--- src/rtl/clkmon_pkg.sv ---
package clkmon_pkg;

    // Verdict handed from the window counter to the error/hold stage
    typedef struct packed {
        logic done;   // one-cycle pulse: a window just closed
        logic pass;   // valid with done: edge count met the threshold
    } clkmon_verdict_t;

    // One-time enable latch state at the top level
    typedef struct packed {
        logic en;
        logic locked;
    } clkmon_cfg_t;

endpackage

--- src/rtl/clkmon_sync.sv ---
module clkmon_sync (
    input  logic clk,
    input  logic rst_n,
    input  logic async_in,
    output logic rise
);
    typedef struct packed {
        logic m1;    // first synchronizer flop
        logic m2;    // second synchronizer flop
        logic last;  // previous synchronized level
    } sync_t;

    sync_t st_d, st_q;

    always_comb begin
        st_d      = st_q;
        st_d.m1   = async_in;
        st_d.m2   = st_q.m1;
        st_d.last = st_q.m2;
    end

    always_ff @(posedge clk or negedge rst_n) begin
        if (!rst_n) st_q <= '0;
        else        st_q <= st_d;
    end

    assign rise = st_q.m2 & ~st_q.last;


    single_rise_chk: assert property (@(posedge clk) disable iff (!rst_n)
        rise |=> !rise);

endmodule

--- src/rtl/clkmon_window.sv ---
module clkmon_window
    import clkmon_pkg::*;
#(
    parameter int REF_WIN_CYC = 64,
    parameter int MIN_EDGES   = 4
) (
    input  logic            clk,
    input  logic            rst_n,
    input  logic            clr,
    input  logic            rise,
    output clkmon_verdict_t verdict
);
    localparam int WW = (REF_WIN_CYC > 1) ? $clog2(REF_WIN_CYC) : 1;
    localparam int EW = $clog2(MIN_EDGES + 1);
    localparam logic [WW-1:0] WIN_LAST = WW'(REF_WIN_CYC - 1);
    localparam logic [EW-1:0] EDGE_MAX = EW'(MIN_EDGES);

    typedef struct packed {
        logic [WW-1:0]   win;
        logic [EW-1:0]   edges;
        clkmon_verdict_t vrd;
    } win_t;

    win_t st_d, st_q;
    logic [EW-1:0] edges_nxt;
    logic          win_end;

    always_comb begin
        // saturating edge count including this cycle's edge
        if (rise && st_q.edges != EDGE_MAX) edges_nxt = st_q.edges + EW'(1);
        else                                edges_nxt = st_q.edges;
        win_end = (st_q.win == WIN_LAST);

        st_d = st_q;
        if (clr) begin
            st_d = '0;
        end else begin
            st_d.vrd.done = win_end;
            st_d.vrd.pass = win_end && (edges_nxt >= EDGE_MAX);
            if (win_end) begin
                st_d.win   = '0;
                st_d.edges = '0;
            end else begin
                st_d.win   = st_q.win + WW'(1);
                st_d.edges = edges_nxt;
            end
        end
    end

    always_ff @(posedge clk or negedge rst_n) begin
        if (!rst_n) st_q <= '0;
        else        st_q <= st_d;
    end

    assign verdict = st_q.vrd;


    window_pulse_chk: assert property (@(posedge clk) disable iff (!rst_n)
        verdict.done |=> !verdict.done);


    pass_needs_done_chk: assert property (@(posedge clk) disable iff (!rst_n)
        verdict.pass |-> verdict.done);

endmodule

--- src/rtl/clkmon_hold.sv ---
module clkmon_hold
    import clkmon_pkg::*;
#(
    parameter int RELEASE_CYC = 24
) (
    input  logic            clk,
    input  logic            rst_n,
    input  logic            clr,
    input  clkmon_verdict_t vin,
    output logic            err,
    output logic            pin_oe
);
    localparam int RW = $clog2(RELEASE_CYC + 1);
    localparam logic [RW-1:0] REL_LOAD = RW'(RELEASE_CYC);

    typedef struct packed {
        logic          err;
        logic [RW-1:0] rel;
    } hold_t;

    hold_t st_d, st_q;

    always_comb begin
        st_d = st_q;
        if (clr) begin
            st_d = '0;
        end else if (vin.done && !vin.pass) begin
            st_d.err = 1'b1;
            st_d.rel = '0;
        end else if (vin.done && vin.pass && st_q.err) begin
            st_d.err = 1'b0;
            st_d.rel = REL_LOAD;
        end else if (st_q.rel != '0) begin
            st_d.rel = st_q.rel - RW'(1);
        end
    end

    always_ff @(posedge clk or negedge rst_n) begin
        if (!rst_n) st_q <= '0;
        else        st_q <= st_d;
    end

    assign err    = st_q.err;
    assign pin_oe = st_q.err | (st_q.rel != '0);


    fail_sets_err_chk: assert property (@(posedge clk) disable iff (!rst_n)
        (vin.done && !vin.pass && !clr) |=> err);


    err_hold_chk: assert property (@(posedge clk) disable iff (!rst_n)
        (err && !clr && !(vin.done && vin.pass)) |=> err);


    release_load_chk: assert property (@(posedge clk) disable iff (!rst_n || clr)
        $fell(err) |-> pin_oe);

endmodule

--- src/rtl/clkloss_monitor.sv ---
module clkloss_monitor
    import clkmon_pkg::*;
#(
    parameter int REF_WIN_CYC = 64,
    parameter int MIN_EDGES   = 4,
    parameter int RELEASE_CYC = 24
) (
    input  logic clk,
    input  logic rst_n,
    input  logic mon_clk,
    input  logic svc_wr,
    input  logic svc_mon_sel,
    input  logic wd_pin_oe,
    output logic mon_err,
    output logic mon_pin_oe,
    output logic fault_pin_oe
);
    clkmon_cfg_t     cfg_d, cfg_q;
    clkmon_verdict_t verdict;
    logic            rise;
    logic            clr;

    always_comb begin
        cfg_d = cfg_q;
        if (svc_wr && !cfg_q.locked) begin
            cfg_d.en     = svc_mon_sel;
            cfg_d.locked = 1'b1;
        end
    end

    always_ff @(posedge clk or negedge rst_n) begin
        if (!rst_n) cfg_q <= '{en: 1'b1, locked: 1'b0};
        else        cfg_q <= cfg_d;
    end

    assign clr = ~cfg_q.en;

    clkmon_sync u_sync (
        .clk      (clk),
        .rst_n    (rst_n),
        .async_in (mon_clk),
        .rise     (rise)
    );

    clkmon_window #(
        .REF_WIN_CYC (REF_WIN_CYC),
        .MIN_EDGES   (MIN_EDGES)
    ) u_window (
        .clk     (clk),
        .rst_n   (rst_n),
        .clr     (clr),
        .rise    (rise),
        .verdict (verdict)
    );

    clkmon_hold #(
        .RELEASE_CYC (RELEASE_CYC)
    ) u_hold (
        .clk    (clk),
        .rst_n  (rst_n),
        .clr    (clr),
        .vin    (verdict),
        .err    (mon_err),
        .pin_oe (mon_pin_oe)
    );

    assign fault_pin_oe = mon_pin_oe | wd_pin_oe;


    lock_chk: assert property (@(posedge clk) disable iff (!rst_n)
        cfg_q.locked |=> (cfg_q.locked && $stable(cfg_q.en)));


    disabled_quiet_chk: assert property (@(posedge clk) disable iff (!rst_n)
        !cfg_q.en |=> (!mon_err && !mon_pin_oe));


    shared_pin_chk: assert property (@(posedge clk) disable iff (!rst_n)
        (mon_err && !wd_pin_oe) |-> fault_pin_oe);

endmodule

--- config.mk ---
export PLATFORM = sky130hd
export DESIGN_NAME = clkloss_monitor
export DESIGN_NICKNAME = d
export VERILOG_FILES = /design/src/rtl/clkmon_pkg.sv /design/src/rtl/clkmon_sync.sv /design/src/rtl/clkmon_window.sv /design/src/rtl/clkmon_hold.sv /design/src/rtl/clkloss_monitor.sv
export SDC_FILE = /design/constraint.sdc
export NUM_CORES = 1
export LEC_CHECK = 0
export BUFFER_PORTS_ARGS = -buffer_cell sky130_fd_sc_hd__buf_2
export CAP_MARGIN = 15
export CORE_MARGIN = 10
export CORE_UTILIZATION = 30
export DETAILED_ROUTE_END_ITERATION = 7
export PLACE_DENSITY = 0.47
export SETUP_SLACK_MARGIN = 0.2
export SLEW_MARGIN = 30
export SYNTH_ARGS = -nofsm -noshare
export SYNTH_HDL_FRONTEND = slang
export SYNTH_SLANG_ARGS = --single-unit
export TNS_END_PERCENT = 50
--- constraint.sdc ---
create_clock -name clk -period 4.6 [get_ports clk]
set_input_delay 0.46 -clock clk [delete_from_list [all_inputs] [get_ports clk]]
set_output_delay 0.46 -clock clk [all_outputs]
set_load 0.1 [all_outputs]
# Word level (Yosys, flattened, before mapping)
# Cells that the tools add are included.
# op_classes
add_sub_neg	3
multipliers	0
div_mod_pow	0
n_lt_le_gt_ge	1
n_eq_ne	4
shift	0
mux	8
bitwise_logic	4
n_reduce_logical	9
# ops
operator	n
6-bit two-way mux	2
11-bit two-way mux	1
5-bit two-way mux	2
9-bit two-way mux	1
6-bit by 1-bit adder with 6-bit output, second input constant	1
6-bit == test, second input constant	1
1-bit logical AND	6
5-bit nonzero test	1
5-bit by 1-bit subtractor with 5-bit output, second input constant	1
4-bit by 1-bit != test with 1-bit output, second input constant	1
3-bit by 1-bit adder with 3-bit output, second input constant	1
3-bit greater-or-equal comparator, second input constant	1
3-bit two-way mux	1
3-bit by 1-bit != test with 1-bit output, second input constant	1
3-bit != test, second input constant	1
1-bit zero test	2
1-bit bitwise OR	2
1-bit AND	1
1-bit two-way mux	1
1-bit inverter	1
# totals
regBits	22
latch_bits	0
ram_bits	0
rom_bits	0
in_bits	6
output_inout_bits	3
wordCells	40
mem_count	0

# Logic depth before layout (Yosys ltp)
# Gate-level depths: netlist (run 1).
# logic_depth
word_depth	7
mapped_depth	6
mapped_depth_nobuf	5

# Modules after synthesis
# From an unflattened synthesis (run 1), not the netlist that was laid out.
# hier_totals
cells_unflattened	96
hier_area_um2	1051.0
# by_module_without_submodules
mod	n_inst	cells_per_inst	area_each_um2	seq_area_each_um2
clkmon_window	1	49	518.0	275.3
clkmon_hold	1	36	347.8	150.1
clkloss_monitor	1	7	96.3	51.3
clkmon_sync	1	4	88.8	75.1

# Worst setup path before layout (run 1)
# No wires, ideal clock.
# synth_timing
path_type	register to output
start	register u_hold.st_q[0] (netlist name)
end	output port fault_pin_oe
arrival_ps	1898
path_slack_ps	2242
path_stages_with_launch	6
n_path_buf	1
path_cell_list	dfrtp_1 inv_1 ha_1 or4b_1 clkbuf_2 or3_1
# synth_between
elab_chain_cells	3
# synth_rtl
element	line	rtl
from (decl)	clkmon_hold.sv:21	hold_t st_d, st_q;
from (signal assigned)	clkmon_hold.sv:40	else st_q <= st_d;
5-bit nonzero test	clkmon_hold.sv:44	assign pin_oe = st_q.err | (st_q.rel != '0);
1-bit bitwise OR	clkmon_hold.sv:44	
1-bit bitwise OR	clkloss_monitor.sv:67	assign fault_pin_oe = mon_pin_oe | wd_pin_oe;
to (decl)	clkloss_monitor.sv:16	output logic fault_pin_oe
# Every way passes these cells.

# Final worst setup path (run 1)
# Ends and elaborated chain as after synthesis.

==> flow_summary_export.csv, run 1 <==
group,metric,value,unit
finish,nets,118,
place,dp_slack,2.29,ns
place,place.gp.congestion,0.678,
yosys,synth-main-ff-cell,"dfrtp_1",
power,peakVddDrop,0.000217,V
global_route,grt_pass1_vias,650,
floorplan,dieHeight,77.7,µm
worst_setup_path,cp_data_required_time,4.14,ns
power,power_density,365,nW/µm²
power,p_leak,0.000540,µW
worst_setup_path,start_kind,"register",
yosys,syn_avg_cell_area,10.5,µm²
cts,cts_hold_buf,0,
cts,cts-resized-gates,0,
yosys,synth-edff-count,0,
yosys,synth-seq-area-share,55.3,%
place,portBuffers,8,
worst_setup_path,path_class,"register to primary output",
power,pwr-share-clk,35.0,%
global_route,grt_usage,5.59,%
global_route,grt_max_degree,23,
sta,finalSetupTns,0,ns
worst_setup_path,reg2reg_depth,4,
global_route,grt_pass1_wl,2.81,mm
detailed_routing,vias_per_cell,4.43,
worst_setup_path,critPathMaxFanout,6,
floorplan,fp.coreArea,3130,µm²
finish,nFillCells,328,
yosys,ys_async_sr_fraction,100,%
detailed_routing,first_iter_violations,33,
detailed_routing,ant_nets,0,
yosys,yosys.area.top_type_share,52.6,%
cts,htreeDepth,1,
sta,max_clock_freq,377,MHz
finish,final_core_util,36.5,%
sta,relSlewSlack,66.0,%
sta,finalCriticalPeriod,2.65,ns
worst_setup_path,r2r-end,"u_hold.st_q[1]",
detailed_routing,avgRoutedWirePerCell,10.6,µm
sta,setup_viol,0,
detailed_routing,dr.pass1.iters,4,
min_path,hold_path.class,"input pin to asynchronous set/reset pin",
cts,cts_tree,"done",
cts,clockBufferDepth,2,
sta,hold_viol,0,
worst_setup_path,endpoint_kind,"primary output",
sta,setup_slack,1.95,ns
yosys,ys_top_cells_by_area,"dfrtp_1 53%, ha_1 6.3%, a21oi_1 3.5%",
sta,holdWs,0.0924,ns
finish,area.growth.synth_to_final,14.3,%
worst_setup_path,endpoint,"fault_pin_oe",
yosys,syn_area,998,µm²
global_route,grt_overflow,0,
power,power.internal,319,µW
yosys,synth_area_leader_cell,"dfrtp_1",
detailed_routing,drt-total-wl,1.59,mm
power,switching_share,23.3,%
worst_setup_path,regToRegSetupSlack,2.98,ns
power,power.share.sequential,53.8,%
yosys,ys_ff_latch,22,
detailed_routing,vias,665,
yosys,synth_nets,106,
finish,layout_common_cells,"21 x dfrtp_1, 9 x nor2_1, 8 x inv_1, 8 x buf_2, 7 x a21oi_1",
power,power.share.combinational,11.2,%
sta,fin_crit_sh,57.6,%
power,switchingPower,96.9,µW
sta,worstMarginPinSlew,0.507,ns
floorplan,die_w,77.7,µm
sta,rsz0062_at_grt,"no",
outcome,status,"finished, final reports clean",
detailed_routing,drc_errors,0,
global_route,antenna_found_initial,0,
worst_setup_path,r2r_start,"u_hold.st_q[0]",
finish,diodes,0,
finish,final_common_cell,"dfrtp_1",
worst_setup_path,arrival,2.19,ns
cts,path_clk_slew,0.13,ns
yosys,yosysWarnings,0,
yosys,synth_cells,95,
cts,cts_sinks,22,
floorplan,rows,20,
sta,finalClockSkew,0.0123,ns
worst_setup_path,crit_start,"u_hold.st_q[0]",
sta,final_max_slew_viol_count,0,
job,maxCapViolations,0,
cts,numCtsBuffers,3,
floorplan,start_util,31.9,%
floorplan,dieArea,6040,µm²
floorplan,io_pins,9,
cts,root_buffer,"clkbuf_4",
cts,post-cts-setup-buffer-count,0,
finish,drive_gt1_share,16.0,%
cts,insertion_delay,0.31,ns
yosys,synth_cell_types,28,
place,dp_hpwl,1.19,mm
==> final cells by class <==
class / instances / area (µm²) / share of cell area [%]
tap: 44 / 55.1 / 4.82
timing repair buffer: 8 / 40.0 / 3.51
sequential: 22 / 552 / 48.4
inverter: 8 / 30.0 / 2.63
multi-input combinational: 64 / 412 / 36.1
clock buffer: 3 / 22.5 / 1.97
clock inverter: 1 / 30.0 / 2.63
==> Yosys cell counts, drive strengths merged (2+ instances only) <==
cell,number
nor2,9
nand3,2
mux2i,2
a21oi,7
or2b,2
nand2b,4
nor2b,2
ha,5
dfrtp,21
nand2,5
o21ai,5
xor2,2
or3,3
nor3,2
or2,2
nand3b,3
xnor2,2
inv,8
==> layer usage <==
metal  vias to the layer above  share of wire, %  track usage [%]
met1                       319                45             6.36
met3                         2               5.8             2.88
met4                         0              0.75             1.64
li1                        336                 -                -
met5                         -                 0                0
met2                         8                48             8.96
==> state kept, by name (all words and copies together), names as in the netlist <==
register,flops
cfg_q,2
u_hold.st_q,5
u_hold.err,1
u_window.st_q,9
u_sync.st_q,1
u_window.verdict,2
u_sync.st_d,2
==> worst min-delay path by stage <==
stage / from / to / slack [ns] / cells past startpoint
after global placement: u_sync.st_d[1] / u_sync.st_d[0] / 0.35 / 0
after floorplan: rst_n / cfg_q[0] / 0.16 / 0
after CTS: rst_n / u_window.st_q[9] / 0.09 / 1
after detailed placement: u_sync.st_d[1] / u_sync.st_d[0] / 0.35 / 0
final: rst_n / u_window.verdict[1] / 0.09 / 1
after global routing: rst_n / u_sync.st_d[0] / 0.11 / 1
==> kinds of logic after synthesis <==
group                    Yosys count  synth area share, %
AND/OR/NAND/NOR                   38                 21.2
flip-flops                        22                 55.3
AO/OA/AOI/OAI                     15                 8.27
buffers and inverters              9                 3.51
adder cells (fa/ha/maj)            5                 6.27
XOR/XNOR                           4                 3.51
multiplexers                       2                 2.01
==> power groups by stage <==
stage	Combinational [µW]	Clock (µW)	Sequential, µW
3_3_place_gp	47.1	0	228
5_1_grt	56.1	160	226
2_1_floorplan	35.7	0	225
4_1_cts	48.7	154	224
3_5_place_dp	48.0	0	228
6_report	46.6	146	224
==> through the flow <==
step / instance area (µm²) / total power [µW] / cells
5_1_grt: 1140 / 442 / 150
3_5_place_dp: 1090 / 276 / 146
6_report: 1140 / 416 / 150
3_3_place_gp: 1090 / 275 / 146
2_1_floorplan: 998 / 261 / 95
4_1_cts: 1140 / 426 / 150
==> critical path, cell delays in order (launching register included) <==
cell and delay (ns):
dfrtp_1 0.43, inv_1 0.09, ha_1 0.18, or4b_1 0.55, or3_1 0.34, buf_2 0.30
No activity file was read; power rests on OpenSTA's default activity.
==> run 2: changes to the inputs <==
ABC_AREA = 1   (was not set)
PLACE_DENSITY = 0.48   (was 0.47)
clock period = 2.25 ns   (was 4.6 ns; I/O delays follow)
==> run 2 against run 1 <==
Critical path type unchanged. Die area up 2.0%. Routed wire length increased by 12%. First-iteration DRC count shrank 42%. Non-clock buffer count up 6. Area after synthesis up 2.6%. Global-route usage increased by 0.53 points. Cell count is 22% higher. Sequential power rose by 98%. Clock-buffer cell count stayed put. Core utilization rose by 1.1 points. Sequential share of layout area fell by 3.9 points.
==> flow_summary_export.csv, run 2 <==
group,metric,value,unit
cts,path_clk_slew,0.13,ns
yosys,ys_top_cells_by_area,"dfrtp_1 51%, nand2_1 9.5%, nor2_1 7.7%",
yosys,synth_area_leader_cell,"dfrtp_1",
finish,diodes,0,
power,p_leak,0.000682,µW
global_route,grt_overflow,0,
finish,area.growth.synth_to_final,21.4,%
detailed_routing,drt-total-wl,1.78,mm
yosys,synthAdderAreaFrac,6.11,%
sta,worstMarginPinSlew,0.512,ns
global_route,grt_pass1_vias,743,
yosys,synth_commonest_cells,"26 x nand2_1, 21 x dfrtp_1, 21 x nor2_1, 16 x inv_1, 8 x nand3_1",
place,dp_hpwl,1.30,mm
yosys,synth_cells,119,
sta,rsz0062_at_grt,"no",
cts,cts_sinks,22,
yosys,synth-edff-count,0,
yosys,synth-seq-area-share,53.8,%
worst_setup_path,start_kind,"register",
yosys,syn_area,1020,µm²
yosys,synth_cell_types,19,
finish,seqCellArea,553,µm²
sta,finalSetupTns,0,ns
detailed_routing,dr.pass1.iters,4,
global_route,antenna_found_initial,0,
power,peakVddDrop,0.000355,V
worst_setup_path,arrival,1.69,ns
yosys,yosysMostFrequentCell,"nand2_1",
cts,numCtsBuffers,3,
cts,cts_tree,"done",
worst_setup_path,path_class,"register to primary output",
min_path,hold_path.class,"input pin to register",
sta,finalClockSkew,0.00123,ns
finish,largest_register_ffs,9,
sta,max_clock_freq,522,MHz
sta,relSlewSlack,65.8,%
floorplan,start_util,31.0,%
yosys,syn_avg_cell_area,8.61,µm²
worst_setup_path,cp_data_required_time,2.03,ns
cts,insertion_delay,0.31,ns
yosys,yosys.area.top_type_share,51.3,%
global_route,grt_pass1_wl,3.18,mm
yosys,yosysWarnings,0,
sta,holdWs,0.133,ns
cts,root_buffer,"clkbuf_4",
finish,drive_gt1_share,20.4,%
yosys,synth_xor_area_share,3.42,%
yosys,synth-main-ff-cell,"dfrtp_1",
place,portBuffers,8,
finish,final_common_cell,"nand2_1",
sta,setup_viol,0,
global_route,grt_max_degree,23,
sta,fin_crit_sh,85.1,%
sta,finalCriticalPeriod,1.92,ns
power,power_density,703,nW/µm²
yosys,ys_ff_latch,22,
floorplan,die_w,78.4,µm
detailed_routing,drc_errors,0,
finish,nets,149,
sta,final_max_slew_viol_count,0,
detailed_routing,first_iter_violations,19,
detailed_routing,vias,760,
worst_setup_path,endpoint_kind,"primary output",
yosys,synth.mux.area_fraction,0,%
yosys,synth_compound_area_share,3.79,%
finish,multi_input_area,408,µm²
worst_setup_path,slowest_delay,0.41,ns
worst_setup_path,crit_path_cell_trace,"inv_2 -> ha_1 -> inv_1 -> nor2_2 -> nand2_2 -> inv_2 -> nand2_2 -> or2_4 -> buf_12",
sta,hold_viol,0,
job,maxCapViolations,0,
worst_setup_path,slowest_stage,"dfrtp_1",
yosys,synth-simple-area-share,26.3,%
finish,layout_common_cells,"26 x nand2_1, 21 x nor2_1, 20 x dfrtp_1",
yosys,synth_nets,130,
cts,htreeDepth,1,
detailed_routing,ant_nets,0,
floorplan,dieHeight,78.4,µm
floorplan,fp.coreArea,3310,µm²
floorplan,io_pins,9,
detailed_routing,avgRoutedWirePerCell,9.72,µm
finish,nFillCells,351,
cts,clockBufferDepth,2,
global_route,grt_usage,6.12,%
detailed_routing,vias_per_cell,4.15,
floorplan,dieArea,6150,µm²
outcome,status,"finished, final reports clean",
floorplan,rows,21,
finish,regMostFlops,"u_window.st_q",
finish,largestRegisters,"u_window.st_q x9, u_hold.st_q x5",
worst_setup_path,critPathMaxFanout,5,
place,place.gp.congestion,0.748,
yosys,synth_top_family_by_area,"simple AND/OR/NAND/NOR gates",
yosys,ys_async_sr_fraction,100,%
## run 2: critical path, delay by kind of cell (launching register included)
family,cells,cell delay [ns]
fa+ha+maj,1,0.14
buf+inv,4,0.37
flops,1,0.41
simple gates,4,0.45
## run 2: per-layer routing
layer  vias up  part of all wire, %  wire, µm  global-route usage [%]
met5         -                    0         0                       0
met2         8                   51       907                    10.9
met1       349                   45       795                    6.71
met3         2                  3.7        65                    2.51
li1        401                    -         -                       -
met4         0                 0.51         9                    1.08
## run 2: worst paths after layout
check | start | endpoint | slack, ns | depth (start not counted)
worst max-delay path | u_hold.st_q[0] | fault_pin_oe | 0.33 | 9
worst min-delay path | svc_mon_sel | cfg_q[1] | 0.13 | 3
worst max register to register | u_hold.st_q[0] | u_hold.st_q[3] | 0.93 | 8
worst min register to register | u_sync.st_d[1] | u_sync.st_d[0] | 0.36 | 0
max in group asynchronous | rst_n | u_hold.err | 1.48 | 2
min in group asynchronous | rst_n | u_hold.st_q[4] | 0.40 | 2
## run 2: timing repair
action	CTS	global route
endpoints found under the hold margin	22	0
resized for setup	1	5
pin swaps	0	0
buffers inserted	0	4
hold buffers	2	0
setup endpoints to repair	1	2
cloned	0	0
## run 2: final cells by class
| type | count | area share (%) |
|---|---|---|
| Inverter | 18 | 5.43 |
| Timing Repair Buffer | 14 | 8.45 |
| Clock inverter | 1 | 2.41 |
| Clock buffer | 3 | 1.81 |
| Tap cell | 46 | 4.63 |
| Sequential cell | 22 | 44.5 |
| Multi-Input combinational cell | 79 | 32.8 |
## run 2: kinds of logic after synthesis
kind of cell,Yosys count
AO/OA/AOI/OAI,7
buffers and inverters,18
adder cells (fa/ha/maj),5
flip-flops,22
XOR/XNOR,4
AND/OR/NAND/NOR,63
## run 2: power breakdown
part           internal, µW  switching, µW  total, µW  leakage, µW
clock                   180            126        306    0.0000279
combinational          54.4           69.9        124     0.000387
sequential              424           20.1        444     0.000267
total                   659            216        875     0.000682
## run 2: per-stage QoR
stage / worst slack [ns] / std cells / utilization (%) / power, µW / instance area (µm²)
3_3_place_gp: 0.557 / 173 / 34.0 / 568 / 1130
6_report: 0.335 / 183 / 37.6 / 875 / 1240
4_1_cts: 0.206 / 179 / 36.3 / 889 / 1200
3_5_place_dp: 0.521 / 173 / 34.0 / 573 / 1130
2_1_floorplan: 0.340 / 119 / - / 542 / 1030
5_1_grt: 0.208 / 183 / 37.6 / 928 / 1240
